## config.mk

```make
export PLATFORM = sky130hd
export DESIGN_NAME = hsm_mapper
export DESIGN_NICKNAME = d
export VERILOG_FILES = /design/src/rtl/hsm_pkg.sv /design/src/rtl/hsm_hot_decode.sv /design/src/rtl/hsm_bank_reg.sv /design/src/rtl/hsm_addr_map.sv /design/src/rtl/hsm_mapper.sv
export SDC_FILE = /design/constraint.sdc
export NUM_CORES = 1
export LEC_CHECK = 0
export BUFFER_PORTS_ARGS = -buffer_cell sky130_fd_sc_hd__buf_2
export CORE_MARGIN = 4
export CORE_UTILIZATION = 32
export DETAILED_ROUTE_END_ITERATION = 16
export MAX_ROUTING_LAYER = met4
export PLACE_DENSITY = 0.84
export SYNTH_ARGS = -nofsm -noshare
export SYNTH_HDL_FRONTEND = slang
export SYNTH_HIERARCHICAL = 1
export SYNTH_SLANG_ARGS = --single-unit
export TNS_END_PERCENT = 50
```

## constraint.sdc

```tcl
create_clock -name clk -period 1.7 [get_ports clk]
set_input_delay 0.51 -clock clk [delete_from_list [all_inputs] [get_ports clk]]
set_output_delay 0.51 -clock clk [all_outputs]
set_load 0.02 [all_outputs]
```

## src/rtl/hsm_pkg.sv

```systemverilog
package hsm_pkg;
    localparam int WIN_AW      = 12;
    localparam int ROM_AW      = 15;
    localparam int DATA_W      = 8;
    localparam int NUM_BANKS   = 6;
    localparam int BANK_W      = $clog2(NUM_BANKS);
    localparam int RESET_BANK  = NUM_BANKS - 1;
    localparam logic [WIN_AW-1:0] HOT_FIRST = 12'hFF6;
    localparam logic [ROM_AW-1:0] BANK_BASE = 15'h0C00;

    typedef logic [BANK_W-1:0] bank_t;

    typedef struct packed {
        logic rvalid;
    } rd_state_t;
endpackage

```

## src/rtl/hsm_hot_decode.sv

```systemverilog
module hsm_hot_decode
    import hsm_pkg::*;
(
    input  logic [WIN_AW-1:0] addr,
    input  logic              access,
    output logic              hit,
    output bank_t             sel
);
    logic [NUM_BANKS-1:0] match;

    for (genvar g = 0; g < NUM_BANKS; g++) begin : g_hot
        assign match[g] = access && (addr == WIN_AW'(HOT_FIRST + WIN_AW'(g)));
    end

    always_comb begin
        sel = '0;
        for (int i = 0; i < NUM_BANKS; i++) begin
            if (match[i]) sel = BANK_W'(i);
        end
    end

    assign hit = |match;

    always_comb begin
        assert ($onehot0(match)) else $error("p_onehot_match_r1");
    end
endmodule

```

## src/rtl/hsm_bank_reg.sv

```systemverilog
module hsm_bank_reg
    import hsm_pkg::*;
(
    input  logic  clk,
    input  logic  rst_n,
    input  logic  access,
    input  logic  load,
    input  bank_t load_bank,
    output bank_t bank_q
);
    bank_t bank_d;

    always_comb begin
        bank_d = bank_q;
        if (load) bank_d = load_bank;
    end

    always_ff @(posedge clk) begin
        if (!rst_n) bank_q <= BANK_W'(RESET_BANK);
        else        bank_q <= bank_d;
    end

    p_reset_bank_r2: assert property (@(posedge clk)
        $rose(rst_n) |-> bank_q == BANK_W'(RESET_BANK));

    p_hot_load_r1: assert property (@(posedge clk) disable iff (!rst_n)
        load |=> bank_q == $past(load_bank));

    p_hold_r6: assert property (@(posedge clk) disable iff (!rst_n)
        !load |=> $stable(bank_q));

    p_load_needs_access_r5: assert property (@(posedge clk) disable iff (!rst_n)
        load |-> access);

    p_bank_legal_r1: assert property (@(posedge clk) disable iff (!rst_n)
        bank_q < BANK_W'(NUM_BANKS));
endmodule

```

## src/rtl/hsm_addr_map.sv

```systemverilog
module hsm_addr_map
    import hsm_pkg::*;
(
    input  logic [WIN_AW-1:0] offset,
    input  bank_t             bank,
    output logic [ROM_AW-1:0] rom_addr
);
    logic [ROM_AW-1:0] bank_off;

    assign bank_off = ROM_AW'(32'(bank) << WIN_AW);
    assign rom_addr = ROM_AW'(ROM_AW'(offset) + BANK_BASE + bank_off);
endmodule

```

## src/rtl/hsm_mapper.sv

```systemverilog
module hsm_mapper
    import hsm_pkg::*;
(
    input  logic              clk,
    input  logic              rst_n,
    input  logic [11:0]       cpu_addr,
    input  logic              cpu_rd,
    input  logic              cpu_wr,
    output logic [7:0]        cpu_rdata,
    output logic              cpu_rvalid,
    output logic [14:0]       rom_addr,
    output logic              rom_rd,
    input  logic [7:0]        rom_rdata
);
    logic      access;
    logic      hot_hit;
    bank_t     hot_sel;
    bank_t     bank_q;
    rd_state_t st_d, st_q;

    assign access = cpu_rd | cpu_wr;

    hsm_hot_decode u_dec (
        .addr   (cpu_addr),
        .access (access),
        .hit    (hot_hit),
        .sel    (hot_sel)
    );

    hsm_bank_reg u_bank (
        .clk       (clk),
        .rst_n     (rst_n),
        .access    (access),
        .load      (hot_hit),
        .load_bank (hot_sel),
        .bank_q    (bank_q)
    );

    hsm_addr_map u_map (
        .offset   (cpu_addr),
        .bank     (bank_q),
        .rom_addr (rom_addr)
    );

    always_comb begin
        st_d        = st_q;
        st_d.rvalid = cpu_rd;
    end

    always_ff @(posedge clk) begin
        if (!rst_n) st_q <= '0;
        else        st_q <= st_d;
    end

    assign rom_rd     = cpu_rd;
    assign cpu_rvalid = st_q.rvalid;
    assign cpu_rdata  = rom_rdata;

    p_rvalid_follows_rd_r7: assert property (@(posedge clk) disable iff (!rst_n)
        cpu_rd |=> cpu_rvalid);

    p_write_no_valid_r5: assert property (@(posedge clk) disable iff (!rst_n)
        (cpu_wr && !cpu_rd) |=> !cpu_rvalid);

    p_addr_in_bank_r3: assert property (@(posedge clk) disable iff (!rst_n)
        access |-> rom_addr >= BANK_BASE);
endmodule

```

==> flow_summary.ini <==
[run_status]
status = finished, violations left
failed_checks = negative setup slack

[sta]
finalMaxSlewViolations = 0
grt_setup_unrepaired = true
layout_setup_ws_ns = -0.0506
max_freq_ghz = 0.571
layout_min_cycle_time_ns = 1.75
finalSetupTns_ns = -0.0506
slew_headroom_pct = 85.4
tightest_slew_ns = 0.217
hold_violations = 0
fin_crit_sh_pct = 103
fin_skew_ns = 0
setup_viol = 1

[placed_design]
hpwl_um = 754
place.gp.congestion = 0.735
io_buffers = 32
numPlacedInstances = 80

[grt]
antenna_found_initial = 0
grt_pass1_wl_um = 1390
grt_max_degree = 5
grt-ovfl-total = 0
track_usage_pct = 10.0
grt_pass1_vias = 360

[route]
via_per_inst = 4.40
wire_per_inst_um = 10.4
drt_pass1_iterations = 2
ant_nets = 0
drc = 0
routed_wl_um = 870
drt-initial-drc-count = 5
vias = 370

[final_layout]
n_antenna_cell = 0
drive_above_1_share_pct = 65.7
multi_input_area_um2 = 205
fin_cells = 84
layout_common_cells = 27 x buf_2, 6 x buf_4, 4 x dfxtp_1, 4 x nand2_1
n_fill_cell = 116
final_nets = 97
mostFrequentLayoutCell = buf_2
register_area_um2 = 80.1
final_util_pct = 47.1
syn_to_final_growth_pct = 31.6

[synthesis]
syn_nets = 76
yosysSeqAreaShare_pct = 19.1
netlist_top_cells_area = buf_4 34%, dfxtp_1 19%, mux2i_1 7.2%, xnor2_1 6.3%, nand2_1 3.6%
syn-instance-count = 51
synth.avg_cell_area_um2 = 8.22
synth_seq_cells = 4
yosysWarnings = 6
synth_cell_types = 21
syn_area_um2 = 419
synth_top_area_share_pct = 34.0
yosysTopAreaCell = buf_4

[floorplan]
die-area_um2 = 1950
fp.dieW_um = 44.2
io_pins = 49
core_area_um2 = 1170
fp.dieH_um = 44.2
start_util_pct = 35.8
std_cell_rows = 12

[clocking]
cts_tree = built
clk_latency_ns = 0.23
cts_buffers = 3
cts.sinks = 4
cts_max_level = 1
hold_buffers = 0
clk_pin_slew_ns = 0.04
cts_buffer_depth = 2
clockRootBuffer = clkbuf_4

[setup_path]
reg2reg_depth = 2
path_buf_inv = 3
crit_slowest_cell = nand3b_1
required_ns = 1.19
cp-startpoint = cpu_addr[10]
startpoint_type = primary input
reg2reg_from = u_bank/bank_q[1]
crit_family = buffers and inverters
crit_type = in -> out
arrival_ns = 1.24
crit_chain = buf_8 -> inv_4 -> ha_4 -> nand3b_1 -> xnor2_2 -> buf_4
cpPeakStageDelay_ns = 0.18
path_max_fanout = 2
worstSetupEndpointType = output pin
path_depth = 6

[power_and_ir_drop]
p_leak_nw = 0.272
irDropWorstVdd_v = 0.000274
power.density_nw_per_um2 = 566

[min_path]
whs_path_depth = 2
hold_class = in -> reg
min-delay-start = rst_n

[job]
maxCapViolCount = 0
[where the power goes]
| part | leakage [nW] | internal (W) | switching [W] |
|---|---|---|---|
| clock | 0.0138 | 0.0000787 | 0.0000347 |
| combinational | 0.226 | 0.0000471 | 0.0000560 |
| sequential | 0.0326 | 0.0000957 | 0.000000393 |
| total | 0.272 | 0.000221 | 0.0000911 |
[worst register-to-register path, stage by stage (launching register included)]
cell and delay (ns):
dfxtp_1 0.33, mux2i_1 0.16, nor2b_1 0.06
[sequential cells by signal, indices dropped and copies added, names as in the netlist]
name	flops
u_bank/bank_q	3
cpu_rvalid	1
[per-stage QoR]
step	hold WS, ns	area (um^2)	setup slack, ns	total power [W]
floorplan	0.503	427	-0.108	0.000187
detailed placement	0.534	477	-0.158	0.000189
global placement	0.534	477	-0.142	0.000187
global route	0.470	552	-0.0933	0.000342
finish	0.477	552	-0.0506	0.000313
CTS	0.471	542	-0.0696	0.000319
[routing by layer]
| layer | global-route usage [%] | routed length [um] | up-vias |
|---|---|---|---|
| met5 | - | 0 | - |
| met4 | 4.22 | 0 | 0 |
| met3 | 4.88 | 92 | 0 |
| met2 | 17.7 | 502 | 16 |
| met1 | 8.96 | 274 | 165 |
| li1 | - | - | 189 |
[synthesized netlist by cell type, drive strengths merged]
cell	n
and2	2
and3	1
and4b	1
buf	19
dfxtp	4
ha	1
inv	3
mux2i	3
nand2	4
nand2b	1
nand3	1
nand3b	1
nand4	1
nor2b	1
nor3	1
nor3b	1
o21ai	2
or2	1
xnor2	3
[what timing repair did]
item                                    in CTS  in global routing
buffers inserted                             0                  1
gates resized for setup                     12                  1
endpoints found under the setup margin       2                  2
pin swaps                                    2                  2
[cells by family after synthesis]
| logic type | Yosys count | share of synthesized area, % |
|---|---|---|
| buffers and inverters | 22 | 36.7 |
| xor gates and xnor gates | 3 | 6.27 |
| AOI/OAI and AO/OA | 2 | 2.39 |
| DFF | 4 | 19.1 |
| muxes | 3 | 7.16 |
| and+or+nand+nor | 16 | 25.4 |
| adders and majority gates | 1 | 2.98 |
[final timing paths]
kind                                          to  slack, ns
worst min-delay path            u_bank/bank_q[2]       0.48
worst min register to register  u_bank/bank_q[2]       0.54
worst max-delay path                rom_addr[14]      -0.05
worst max register to register  u_bank/bank_q[1]       1.04
[cell type report]
type / count / area share (%)
Sequential cell: 4 / 14.5
Timing Repair Buffer: 35 / 38.1
Multi-Input combinational cell: 25 / 37.2
Inverter: 3 / 2.95
Tap cell: 14 / 3.17
Clock buffer: 3 / 4.08
Power figures use the tool's default switching activity.
